==> src/rtl/bda_pkg.sv <==
// Shared types and helpers for the bus direction arbiter.
// Assumes percentages are integers in 0..100.
package bda_pkg;

    typedef enum logic {
        BUS_READ  = 1'b0,
        BUS_WRITE = 1'b1
    } bus_mode_e;

    // Convert a percentage of the queue depth into whole entries (truncating).
    function automatic int unsigned pct_entries(int unsigned depth, int unsigned pct);
        return (depth * pct) / 100;
    endfunction

endpackage

==> src/rtl/bda_watermark.sv <==
// Compares the write-queue fill level against the two watermarks.
// Purely combinational. Assumes LO_LVL < HI_LVL <= 2**OCC_W - 1.
module bda_watermark #(
    parameter int unsigned OCC_W  = 6,
    parameter int unsigned LO_LVL = 16,
    parameter int unsigned HI_LVL = 27
) (
    input  logic [OCC_W-1:0] level,
    output logic             q_empty,
    output logic             over_lo,
    output logic             under_lo,
    output logic             at_hi
);

    localparam logic [OCC_W-1:0] LO_V = OCC_W'(LO_LVL);
    localparam logic [OCC_W-1:0] HI_V = OCC_W'(HI_LVL);

    // Level comparisons against the configured watermarks.
    always_comb begin
        q_empty  = (level == '0);
        over_lo  = (level > LO_V);
        under_lo = (level < LO_V);
        at_hi    = (level >= HI_V);
    end

endmodule

==> src/rtl/bda_burst_counter.sv <==
// Counts write bursts issued during the current write period.
// Saturates at MIN_WR and reports when that minimum has been met.
// Assumes MIN_WR >= 1. Clear takes priority over counting.
module bda_burst_counter #(
    parameter int unsigned MIN_WR = 16
) (
    input  logic clk,
    input  logic rst_n,
    input  logic count_en,
    input  logic inc,
    input  logic clear,
    output logic met
);

    localparam int unsigned     CNT_W = $clog2(MIN_WR + 1);
    localparam logic [CNT_W-1:0] CAP  = CNT_W'(MIN_WR);

    logic [CNT_W-1:0] cnt_q;

    // Saturating per-period burst count.
    always_ff @(posedge clk) begin
        if (!rst_n) begin
            cnt_q <= '0;
        end else if (clear) begin
            cnt_q <= '0;
        end else if (count_en && inc && (cnt_q != CAP)) begin
            cnt_q <= cnt_q + 1'b1;
        end
    end

    // Minimum reached once the count sits at its cap.
    always_comb met = (cnt_q == CAP);

endmodule

==> src/rtl/bda_turn_timer.sv <==
// Write-to-read turnaround countdown. A start pulse loads TURN_CYC;
// busy stays high until the count returns to zero. Assumes TURN_CYC >= 1.
module bda_turn_timer #(
    parameter int unsigned TURN_CYC = 4
) (
    input  logic clk,
    input  logic rst_n,
    input  logic start,
    output logic busy
);

    localparam int unsigned     T_W  = $clog2(TURN_CYC + 1);
    localparam logic [T_W-1:0]  LOAD = T_W'(TURN_CYC);

    logic [T_W-1:0] cnt_q;

    // Load on start, otherwise count down to zero.
    always_ff @(posedge clk) begin
        if (!rst_n) begin
            cnt_q <= '0;
        end else if (start) begin
            cnt_q <= LOAD;
        end else if (cnt_q != '0) begin
            cnt_q <= cnt_q - 1'b1;
        end
    end

    // Busy while any turnaround cycles remain.
    always_comb busy = (cnt_q != '0);

endmodule

==> src/rtl/bus_dir_arbiter.sv <==
// Decides whether the shared DRAM data bus serves reads or writes.
// Writes drain opportunistically above the low watermark when no read is
// ready, are forced at the high watermark, and hold the bus for a minimum
// number of bursts before reads may reclaim it. Every return to reads
// starts a turnaround window. Assumes wq_level never exceeds WQ_DEPTH.
module bus_dir_arbiter #(
    parameter int unsigned WQ_DEPTH      = 32,
    parameter int unsigned LO_PCT        = 50,
    parameter int unsigned HI_PCT        = 85,
    parameter int unsigned MIN_WR_BURSTS = 16,
    parameter int unsigned TURN_CYC      = 4,
    localparam int unsigned OCC_W        = $clog2(WQ_DEPTH + 1)
) (
    input  logic             clk,
    input  logic             rst_n,
    input  logic [OCC_W-1:0] wq_level,
    input  logic             rd_ready,
    input  logic             drain_req,
    input  logic             wr_issued,
    output logic             mode_write,
    output logic             wr_grant,
    output logic             turn_busy
);

    import bda_pkg::*;

    localparam int unsigned LO_LVL = pct_entries(WQ_DEPTH, LO_PCT);
    localparam int unsigned HI_LVL = pct_entries(WQ_DEPTH, HI_PCT);

    // Configuration legality, checked at elaboration.
    if (LO_PCT >= HI_PCT) begin : g_bad_watermarks
        $error("bus_dir_arbiter: LO_PCT must be strictly below HI_PCT");
    end
    if (MIN_WR_BURSTS < 1 || TURN_CYC < 1) begin : g_bad_counts
        $error("bus_dir_arbiter: MIN_WR_BURSTS and TURN_CYC must be at least 1");
    end

    bus_mode_e mode_q;
    logic      q_empty, over_lo, under_lo, at_hi;
    logic      burst_met;
    logic      enter_ok, leave_now, start_turn;

    bda_watermark #(
        .OCC_W (OCC_W),
        .LO_LVL(LO_LVL),
        .HI_LVL(HI_LVL)
    ) u_wm (
        .level   (wq_level),
        .q_empty (q_empty),
        .over_lo (over_lo),
        .under_lo(under_lo),
        .at_hi   (at_hi)
    );

    // Switch decisions for the current cycle.
    always_comb begin
        enter_ok   = !turn_busy && !q_empty &&
                     (at_hi || (!rd_ready && (over_lo || drain_req)));
        leave_now  = q_empty ||
                     (under_lo && !drain_req) ||
                     (rd_ready && burst_met && !at_hi);
        start_turn = (mode_q == BUS_WRITE) && leave_now;
    end

    // Bus direction register.
    always_ff @(posedge clk) begin
        if (!rst_n) begin
            mode_q <= BUS_READ;
        end else begin
            unique case (mode_q)
                BUS_READ:  if (enter_ok)  mode_q <= BUS_WRITE;
                BUS_WRITE: if (leave_now) mode_q <= BUS_READ;
                default:                  mode_q <= BUS_READ;
            endcase
        end
    end

    bda_burst_counter #(
        .MIN_WR(MIN_WR_BURSTS)
    ) u_bursts (
        .clk     (clk),
        .rst_n   (rst_n),
        .count_en(mode_q == BUS_WRITE),
        .inc     (wr_issued),
        .clear   (start_turn),
        .met     (burst_met)
    );

    bda_turn_timer #(
        .TURN_CYC(TURN_CYC)
    ) u_turn (
        .clk  (clk),
        .rst_n(rst_n),
        .start(start_turn),
        .busy (turn_busy)
    );

    // Output drive.
    always_comb begin
        mode_write = (mode_q == BUS_WRITE);
        wr_grant   = (mode_q == BUS_WRITE) && !leave_now;
    end

endmodule

==> config.mk <==
export PLATFORM = sky130hd
export DESIGN_NAME = bus_dir_arbiter
export DESIGN_NICKNAME = d
export VERILOG_FILES = /design/src/rtl/bda_pkg.sv /design/src/rtl/bda_watermark.sv /design/src/rtl/bda_burst_counter.sv /design/src/rtl/bda_turn_timer.sv /design/src/rtl/bus_dir_arbiter.sv
export SDC_FILE = /design/constraint.sdc
export NUM_CORES = 1
export LEC_CHECK = 0
export BUFFER_PORTS_ARGS = -buffer_cell sky130_fd_sc_hd__buf_2
export CORE_AREA = 4 4 41 43
export CTS_BUF_LIST = sky130_fd_sc_hd__clkbuf_4
export CTS_CLUSTER_DIAMETER = 200
export DETAILED_ROUTE_END_ITERATION = 10
export DIE_AREA = 0 0 45 47
export GPL_TIMING_DRIVEN = 0
export PLACE_DENSITY = 0.68
export SYNTH_ARGS = -nofsm -noshare
export SYNTH_HDL_FRONTEND = slang
export SYNTH_SLANG_ARGS = --single-unit
==> constraint.sdc <==
create_clock -name clk -period 1.6 [get_ports clk]
set_clock_uncertainty 0.1 [all_clocks]
set_input_delay 0.16 -clock clk [delete_from_list [all_inputs] [get_ports clk]]
set_output_delay 0.16 -clock clk [all_outputs]
set_load 0.02 [all_outputs]
==> metrics.yaml <==
critical_path:
  crit_chain: "inv_2, ha_4, nor4bb_4, a32oi_1, and2_1, buf_6"
  crit_path_max_fanout: 2
  critical-path-max-stage-delay_ns: 0.32
  slowest_stage: "dfxtp_2"
  worstPathArrival_ns: 1.38
  crit_family: "simple AND/OR/NAND/NOR gates"
  critPathRequiredTime_ns: 1.34
  worstSetupEndpointType: "output pin"
  cp.buffers_inverters: 2
  worstSetupStartpointType: "flop"
  crit_type: "reg2out"
timing:
  setup_viol: 1
  fmax_ghz: 0.609
  tightest_slew_ns: 0.424
  drv_slew: 0
  finalHoldViolCount: 0
  period_share_pct: 103
  holdWs_ns: 0.0649
  fin_tns_setup_ns: -0.0418
  rsz0062_at_grt: "yes"
  min_period_ns: 1.64
  setup_ws_ns: -0.0418
  slew_headroom_pct: 71.4
cells_and_area:
  area_delta_synth_final_pct: 34.2
  drive_above_1_share_pct: 38.6
  final_nets: 100
  nFillCells: 118
  num_antenna_cells: 0
  fin_util_pct: 57.4
detailed_routing:
  drtPass1Iterations: 3
  routed_wl_mm: 1.14
  drtIter0Drc: 3
  vias_per_cell: 5.04
  avgRoutedWirePerCell_um: 11.6
  drc: 0
  antenna_left: 0
  via_count: 494
global_route:
  grt_max_degree: 10
  grt_pass1_wl_mm: 1.89
  grt_usage_pct: 12.0
  grt_pass1_vias: 491
  overflow: 0
  antenna_found_initial: 0
synthesis:
  synth_edf_count: 0
  syn_inst: 63
  yosys.area.top_type: "dfxtp_1"
  ys_warn_count: 0
  synthTopCellsByCount: "10 x nor2_1, 9 x dfxtp_1, 8 x inv_1"
  synth_cell_type_count: 26
  synth_ff_type: "dfxtp_1"
  syn-cell-area_um2: 557
  synth_seq_cells: 9
  ys_seq_area_share_pct: 32.4
  synthesis.nets: 79
  yosys.area.top_type_share_pct: 32.4
  syn_avg_cell_area_um2: 8.84
  yosysMostFrequentCell: "nor2_1"
  synthArstFlopShare_pct: 0
  synth.area.top_cells: "dfxtp_1 32%, ha_1 11%, nor2_1 6.7%"
clock_network:
  cts_max_path_buffers: 2
  cts_buffers: 3
  cts_sinks: 9
  clk_latency_ns: 0.25
  clkTransAtPathRegs_ns: 0.06
  cts-root-buf: "clkbuf_4"
  cts_tree: "done"
  ctsHtreeMaxLevel: 1
power:
  p_leak_nw: 0.342
  powerDensity_nw_per_um2: 1220
  irDropWorstVdd_mv: 0.473
flow_run:
  max_cap_violations: 0
die:
  die_h_um: 47
  boundaryPins: 14
  start_util_pct: 42.8
  dieArea_um2: 2120
  core_area_um2: 1300
  die_w_um: 45
  row_count: 13
place:
  routabilityCongestion: 0.755
  numPortBuffers: 13
  dp_hpwl_um: 847
outcome:
  violations: "setup timing"
  outcome: "complete, but fails checks"
min_path:
  hp-class: "in2reg"
flip-flops by register name, indices dropped and copies added, names as in the netlist:
register / flops
u_bursts.cnt_q: 5
u_turn.cnt_q: 3
mode_write: 1
worst paths after layout:
check | start | endpoint | slack [ns] | cells past startpoint
min reg2reg | u_turn.cnt_q[1] | u_turn.cnt_q[1] | 0.40 | 2
min | rst_n | u_turn.cnt_q[2] | 0.06 | 3
max | u_bursts.cnt_q[1] | wr_grant | -0.04 | 6
max reg2reg | u_bursts.cnt_q[0] | mode_write | 0.02 | 6
routing by layer:
layer | global-route usage [%] | part of all wire [%] | vias to the layer above
met5 | 0 | 0 | -
met4 | 6.43 | 1.1 | 0
met3 | 2.68 | 6.9 | 2
met2 | 21.5 | 45 | 12
met1 | 13.3 | 46 | 221
li1 | - | - | 259
cell families (layout without fill, tap and decap cells):
logic type,Yosys count,in the layout,synth area share (%)
AO/OA/AOI/OAI,9,9,12.4
XOR/XNOR,5,5,7.86
adder cells (fa/ha/maj),5,5,11.2
buffers and inverters,8,28,5.39
flip-flops,9,9,32.4
multiplexers,2,2,3.60
AND/OR/NAND/NOR,25,25,27.2
cell usage in the layout, fill, tap and decap left out, types with 2 or more instances in the layout:
master,instances
buf_2,11
nor2_1,10
dfxtp_1,7
inv_1,6
a21oi_1,4
xor2_1,4
clkbuf_4,4
buf_4,4
nand3_1,3
inv_2,2
mux2i_1,2
ha_4,2
ha_1,2
dfxtp_2,2
cell type report:
type	instances	area, µm²	area share (%)
Multi-Input combinational cell	46	389	52.1
Tap cell	15	18.8	2.51
Inverter	8	30.0	4.02
Timing Repair Buffer	16	96.3	12.9
Sequential cell	9	183	24.5
Clock buffer	4	30.0	4.02
per-stage QoR:
stage	setup WS (ns)	power, W	std cells	area, µm²
2_1_floorplan	0.0245	0.000544	63	557
3_3_place_gp	-0.0568	0.000625	91	641
3_5_place_dp	-0.0931	0.000633	91	641
4_1_cts	-0.0477	0.000879	98	732
5_1_grt	-0.119	0.000978	98	747
6_report	-0.0418	0.000912	98	747
power by group:
part / leakage (nW) / internal (W) / switching (W)
Clock: 0.0184 / 0.000113 / 0.0000781
Sequential: 0.0743 / 0.000264 / 0.0000328
Combinational: 0.250 / 0.000207 / 0.000217
Total: 0.342 / 0.000584 / 0.000328
repair_timing:
action                     CTS  global route
setup buffers                3             0
pin swaps                    3             0
resized for setup           11             3
hold buffers                 0             0
setup endpoints to repair   10             3
worst min-delay path: stages:
cell	delay, ns
buf_2	0.09
inv_1	0.07
a21oi_1	0.04
No activity file was read; power rests on OpenSTA's default activity.
